[src/rtl/xlat_pkg.sv]
package xlat_pkg;

    typedef enum logic [1:0] {
        ACC_LOAD  = 2'b00,
        ACC_STORE = 2'b01,
        ACC_FETCH = 2'b10,
        ACC_ALT   = 2'b11
    } acc_e;

    localparam int PERM_W   = 3;
    localparam int PERM_LD  = 0;
    localparam int PERM_ST  = 1;
    localparam int PERM_EX  = 2;

    function automatic logic perm_ok(input logic [PERM_W-1:0] perm, input acc_e acc);
        logic ok;
        case (acc)
            ACC_STORE: ok = perm[PERM_ST];
            ACC_FETCH: ok = perm[PERM_EX];
            default:   ok = perm[PERM_LD];
        endcase
        return ok;
    endfunction

endpackage

[src/rtl/xlat_match.sv]
module xlat_match
    import xlat_pkg::*;
#(
    parameter int N     = 16,
    parameter int VPN_W = 20,
    parameter int PFN_W = 20
) (
    input  logic [VPN_W-1:0]           vpn_i,
    input  logic [N-1:0]               vld_i,
    input  logic [N-1:0][VPN_W-1:0]    tag_i,
    input  logic [N-1:0][PFN_W-1:0]    pfn_i,
    input  logic [N-1:0][PERM_W-1:0]   perm_i,
    output logic [N-1:0]               hit_vec_o,
    output logic                       any_o,
    output logic [PFN_W-1:0]           pfn_o,
    output logic [PERM_W-1:0]          perm_o
);

    for (genvar g = 0; g < N; g++) begin : g_cmp
        assign hit_vec_o[g] = vld_i[g] && (tag_i[g] == vpn_i);
    end

    assign any_o = |hit_vec_o;

    always_comb begin
        pfn_o  = '0;
        perm_o = '0;
        for (int i = 0; i < N; i++) begin
            pfn_o  = pfn_o  | (pfn_i[i]  & {PFN_W{hit_vec_o[i]}});
            perm_o = perm_o | (perm_i[i] & {PERM_W{hit_vec_o[i]}});
        end
    end

endmodule

[src/rtl/xlat_victim.sv]
module xlat_victim #(
    parameter int N     = 16,
    localparam int IDX_W = (N > 1) ? $clog2(N) : 1
) (
    input  logic [N-1:0]     vld_i,
    input  logic [N-1:0]     used_i,
    output logic [IDX_W-1:0] idx_o
);

    logic have_free;

    always_comb begin
        idx_o     = '0;
        have_free = 1'b0;
        for (int i = N - 1; i >= 0; i--) begin
            if (!vld_i[i]) begin
                idx_o     = IDX_W'(i);
                have_free = 1'b1;
            end
        end
        if (!have_free) begin
            for (int i = N - 1; i >= 0; i--) begin
                if (!used_i[i]) begin
                    idx_o = IDX_W'(i);
                end
            end
        end
    end

endmodule

[src/rtl/xlat_cache.sv]
module xlat_cache
    import xlat_pkg::*;
#(
    parameter int N     = 16,
    parameter int VA_W  = 32,
    parameter int OFS_W = 12,
    parameter int PFN_W = 20,
    localparam int VPN_W = VA_W - OFS_W,
    localparam int PA_W  = PFN_W + OFS_W,
    localparam int IDX_W = (N > 1) ? $clog2(N) : 1
) (
    input  logic              clk_i,
    input  logic              rst_ni,
    input  logic              lk_valid_i,
    input  logic [VA_W-1:0]   lk_vaddr_i,
    input  logic [1:0]        lk_acc_i,
    output logic              lk_hit_o,
    output logic              lk_miss_o,
    output logic              lk_fault_o,
    output logic [PA_W-1:0]   lk_paddr_o,
    input  logic              fill_valid_i,
    input  logic [VPN_W-1:0]  fill_vpn_i,
    input  logic [PFN_W-1:0]  fill_pfn_i,
    input  logic [PERM_W-1:0] fill_perm_i,
    input  logic              clr_use_i,
    output logic [IDX_W-1:0]  victim_o,
    output logic              victim_dirty_o
);

    typedef struct packed {
        logic              vld;
        logic              used;
        logic              dirty;
        logic [PERM_W-1:0] perm;
        logic [VPN_W-1:0]  tag;
        logic [PFN_W-1:0]  pfn;
    } ent_t;

    typedef struct packed {
        ent_t [N-1:0]    ent;
        logic            hit;
        logic            miss;
        logic            fault;
        logic [PA_W-1:0] paddr;
    } state_t;

    state_t st_d, st_q;

    logic [N-1:0]              vld_vec, used_vec, dirty_vec;
    logic [N-1:0][VPN_W-1:0]   tag_vec;
    logic [N-1:0][PFN_W-1:0]   pfn_vec;
    logic [N-1:0][PERM_W-1:0]  perm_vec;

    for (genvar g = 0; g < N; g++) begin : g_unpack
        assign vld_vec[g]   = st_q.ent[g].vld;
        assign used_vec[g]  = st_q.ent[g].used;
        assign dirty_vec[g] = st_q.ent[g].dirty;
        assign tag_vec[g]   = st_q.ent[g].tag;
        assign pfn_vec[g]   = st_q.ent[g].pfn;
        assign perm_vec[g]  = st_q.ent[g].perm;
    end

    logic [N-1:0]      lk_hv;
    logic              lk_any;
    logic [PFN_W-1:0]  lk_pfn;
    logic [PERM_W-1:0] lk_perm;

    xlat_match #(.N(N), .VPN_W(VPN_W), .PFN_W(PFN_W)) lk_match_i (
        .vpn_i     (lk_vaddr_i[VA_W-1:OFS_W]),
        .vld_i     (vld_vec),
        .tag_i     (tag_vec),
        .pfn_i     (pfn_vec),
        .perm_i    (perm_vec),
        .hit_vec_o (lk_hv),
        .any_o     (lk_any),
        .pfn_o     (lk_pfn),
        .perm_o    (lk_perm)
    );

    xlat_victim #(.N(N)) victim_i (
        .vld_i  (vld_vec),
        .used_i (used_vec),
        .idx_o  (victim_o)
    );

    always_comb begin
        victim_dirty_o = 1'b0;
        for (int i = 0; i < N; i++) begin
            if (victim_o == IDX_W'(i)) victim_dirty_o = dirty_vec[i];
        end
    end

    // Fill target: an entry already holding the tag, else the victim.
    logic [N-1:0] fill_hv, fill_sel;
    for (genvar g = 0; g < N; g++) begin : g_fill_cmp
        assign fill_hv[g] = vld_vec[g] && (tag_vec[g] == fill_vpn_i);
    end

    always_comb begin
        fill_sel = '0;
        if (|fill_hv) begin
            for (int i = N - 1; i >= 0; i--) begin
                if (fill_hv[i]) fill_sel = N'(1) << i;
            end
        end else begin
            fill_sel = N'(1) << victim_o;
        end
    end

    logic lk_ok;
    assign lk_ok = perm_ok(lk_perm, acc_e'(lk_acc_i));

    always_comb begin
        st_d       = st_q;
        st_d.hit   = lk_valid_i && lk_any && lk_ok;
        st_d.fault = lk_valid_i && lk_any && !lk_ok;
        st_d.miss  = lk_valid_i && !lk_any;
        st_d.paddr = st_d.hit ? {lk_pfn, lk_vaddr_i[OFS_W-1:0]} : '0;

        if (clr_use_i) begin
            for (int i = 0; i < N; i++) st_d.ent[i].used = 1'b0;
        end

        for (int i = 0; i < N; i++) begin
            if (st_d.hit && lk_hv[i]) begin
                st_d.ent[i].used = 1'b1;
                if (acc_e'(lk_acc_i) == ACC_STORE) st_d.ent[i].dirty = 1'b1;
            end
        end

        for (int i = 0; i < N; i++) begin
            if (fill_valid_i && fill_sel[i]) begin
                st_d.ent[i].vld   = 1'b1;
                st_d.ent[i].used  = 1'b0;
                st_d.ent[i].dirty = 1'b0;
                st_d.ent[i].perm  = fill_perm_i;
                st_d.ent[i].tag   = fill_vpn_i;
                st_d.ent[i].pfn   = fill_pfn_i;
            end
        end
    end

    always_ff @(posedge clk_i) begin
        if (!rst_ni) st_q <= '0;
        else         st_q <= st_d;
    end

    assign lk_hit_o   = st_q.hit;
    assign lk_miss_o  = st_q.miss;
    assign lk_fault_o = st_q.fault;
    assign lk_paddr_o = st_q.paddr;

endmodule

[config.mk]
export PLATFORM = sky130hd
export DESIGN_NAME = xlat_cache
export DESIGN_NICKNAME = d
export VERILOG_FILES = /design/src/rtl/xlat_pkg.sv /design/src/rtl/xlat_match.sv /design/src/rtl/xlat_victim.sv /design/src/rtl/xlat_cache.sv
export SDC_FILE = /design/constraint.sdc
export NUM_CORES = 2
export LEC_CHECK = 0
export ABC_CLOCK_PERIOD_IN_PS = 3200
export BUFFER_PORTS_ARGS = -buffer_cell sky130_fd_sc_hd__buf_2
export CAP_MARGIN = 20
export CORE_MARGIN = 4
export CORE_UTILIZATION = 63
export CTS_CLUSTER_SIZE = 28
export DETAILED_ROUTE_END_ITERATION = 10
export PLACE_DENSITY = 0.8
export SLEW_MARGIN = 20
export SYNTH_ARGS = -nofsm -noshare
export SYNTH_HDL_FRONTEND = slang
export SYNTH_SLANG_ARGS = --single-unit
[constraint.sdc]
create_clock -name clk_i -period 3.2 [get_ports clk_i]
set_input_delay 0 -clock clk_i [delete_from_list [all_inputs] [get_ports clk_i]]
set_output_delay 0 -clock clk_i [all_outputs]
set_load 0.02 [all_outputs]
==> out/metrics.csv <==
metric;value;unit
p_leak;0.0184;uW
p_per_area;482;mW/mm^2
worstHoldPathType;in -> reg;
routedWlPerCell;26.8;um
power_frac_seq;43.3;%
dp_slack;-0.321;ns
drtIter0Drc;6373;
yosysMostFrequentCell;dfxtp_1;
r2r_start;st_q[211];
clk_path_buf_depth;3;
htree_levels;3;
yosysTopAreaCell;dfxtp_1;
drc_errors;0;
setup.worst_path.end_class;primary output;
setup_viol;0;
ys_seq_elements;771;
async_flop_share;0;%
clock-root-buffer;clkbuf_16;
cp-start-kind;register;
rsz0062_at_grt;yes;
place_inst;5302;
synth_edf_count;0;
nNetsFinal;4721;
status;finished, final reports clean;
die_width;261;um
grt_overflow;0;
final_max_slew_viol_count;0;
ant_nets;0;
p_clk_share;46.8;%
p_switching;5700;uW
hpwl;91600;um
drive_gt1_share;14.7;%
io_buffers;121;
grt_max_degree;214;
synth_warnings;0;
utilization;73.7;%
syn_avg_cell_area;8.81;um^2
p_int;16700;uW
final_hold_viol_count;0;
clk_pin_slew_worst_paths;0.06;ns
die_area;0.0681;mm^2
clock_latency;0.67;ns
setup_ws;0.00981;ns
dieHeight;261;um
tightest_slew;1.04;ns
period_share;99.7;%
ys_top_cells_by_area;dfxtp_1, xnor2_1, mux2i_1;
cts.sinks;771;
comb_power_share;9.9;%
gp_congestion;1.06;
netlist-cell-type-count;88;
core-area;0.0632;mm^2
wirelength;149000;um
cp.arrival;3.19;ns
grt_pass1_wl;217000;um
slew_headroom;30.7;%
num_io_pins;122;
cts_tree;yes;
vias_per_cell;6.86;
crit_required;3.20;ns
drv_cap;0;
ys_top_cells_by_count;dfxtp_1, xnor2_1, nor2_1;
syn-num-nets;4660;
fill_cells;4281;
startpoint;st_q[540];
start_util;63.8;%
yosysSeqAreaShare;38.3;%
fin_cells;5551;
numCtsBuffers;83;
period_needed;3.19;ns
whs;0.131;ns
p_sw_share;25.4;%
hp-start;lk_vaddr_i[5];
grt_pass1_vias;35585;
cp_max_fo;4;
clock_skew;0.0529;ns
placementRows;92;
max_freq;313;MHz
syn_to_final_growth;15.6;%
netlist_area;0.0403;mm^2
vias;38088;
antenna_found_initial;6;
peakVddDrop;0.000417;V
drt_pass1_iterations;9;
ys.flop_type;dfxtp_1;
grt.total_usage;41.0;%
setup.worst_path.class;reg -> out;
netlist_instances;4576;
synth_top_area_share;38.3;%
-- critical path: stages, from the launching register on --
cell and delay (ns):
dfxtp_4 0.37, inv_4 0.07, buf_4 0.14, o2111ai_1 0.12
o2111a_1 0.28, o21a_4 0.23, nor2_4 0.12, buf_6 0.15
mux2i_2 0.27, o22ai_2 0.13, a2111oi_2 0.28, o21ai_1 0.09
buf_4 0.15, buf_6 0.12
-- cells in the final DEF, fill, tap and decap left out, drive strengths merged, types with 127 or more instances in the layout --
cell and count:
dfxtp 771, xnor2 525, nor2 435, buf 430, mux2i 392, nand3 388
a21oi 329, o21ai 313, nand4 216, clkbuf 127
-- final timing paths --
check | end | slack, ns | depth (start not counted)
max | victim_dirty_o | 0.01 | 13
min | lk_paddr_o[5] | 0.13 | 4
max reg2reg | pfn_vec[295] | 0.01 | 12
min reg2reg | perm_vec[16] | 0.47 | 2
-- stage by stage --
| stage | TNS, ns | power, uW | area [um^2] |
|---|---|---|---|
| 2_1_floorplan | 0 | 11200 | 40300 |
| 3_3_place_gp | -164.99 | 11900 | 42300 |
| 3_5_place_dp | -137.81 | 11900 | 42300 |
| 4_1_cts | -0.0545 | 22300 | 46000 |
| 5_1_grt | -0.237 | 22900 | 46600 |
| 6_report | 0 | 22400 | 46600 |
-- logic make-up (layout without fill, tap and decap cells) --
logic type	count (synthesis)	in the layout	share of synthesized area, %
adders and majority gates	2	2	0.0621
other	0	3	0
muxes	393	393	9.76
AOI/OAI and AO/OA	904	904	13.5
buffers and inverters	553	679	7.70
xor gates and xnor gates	640	640	14.0
and+or+nand+nor	1313	1313	16.6
DFF	771	771	38.3
-- power groups by stage --
stage               registers [uW]  logic (uW)  clock network (uW)
floorplan                     9920        1300                   0
global placement              9930        1970                   0
detailed placement            9930        1980                   0
CTS                           9720        2070               10500
global route                  9720        2270               10900
finish                        9720        2230               10500
-- flip-flops by register name, summed over array words and instances (netlist names) --
name and cells:
st_q 352, pfn_vec 320, perm_vec 48, lk_paddr_o 32
dirty_vec 16, lk_fault_o 1, lk_hit_o 1, lk_miss_o 1
-- final cells by class --
class | count | area (um^2) | area share, %
Multi-Input combinational cell | 3252 | 22100 | 47.4
Sequential cell | 771 | 15500 | 33.2
Timing Repair Buffer | 495 | 4820 | 10.3
Clock buffer | 121 | 2450 | 5.26
Tap cell | 846 | 1060 | 2.27
Clock inverter | 29 | 531 | 1.14
Inverter | 34 | 145 | 0.311
Antenna cell | 3 | 7.51 | 0.0161
-- timing repair --
action | in CTS | in global routing
buffers inserted | 7 | 26
cloned | 0 | 5
resized for setup | 32 | 62
setup endpoints to repair | 688 | 472
endpoints found under the hold margin | 697 | 0
hold buffers | 59 | 0
pin swaps | 14 | 28
-- layer usage --
| layer | up-vias | routed length [um] | GRT usage, % |
|---|---|---|---|
| met2 | 3110 | 61300 | 59.4 |
| met1 | 17945 | 53400 | 54.4 |
| met5 | - | 21 | 0 |
| met3 | 795 | 23100 | 12.2 |
| li1 | 16234 | - | - |
| met4 | 4 | 10800 | 23.7 |
No activity file was read; power rests on OpenSTA's default activity.
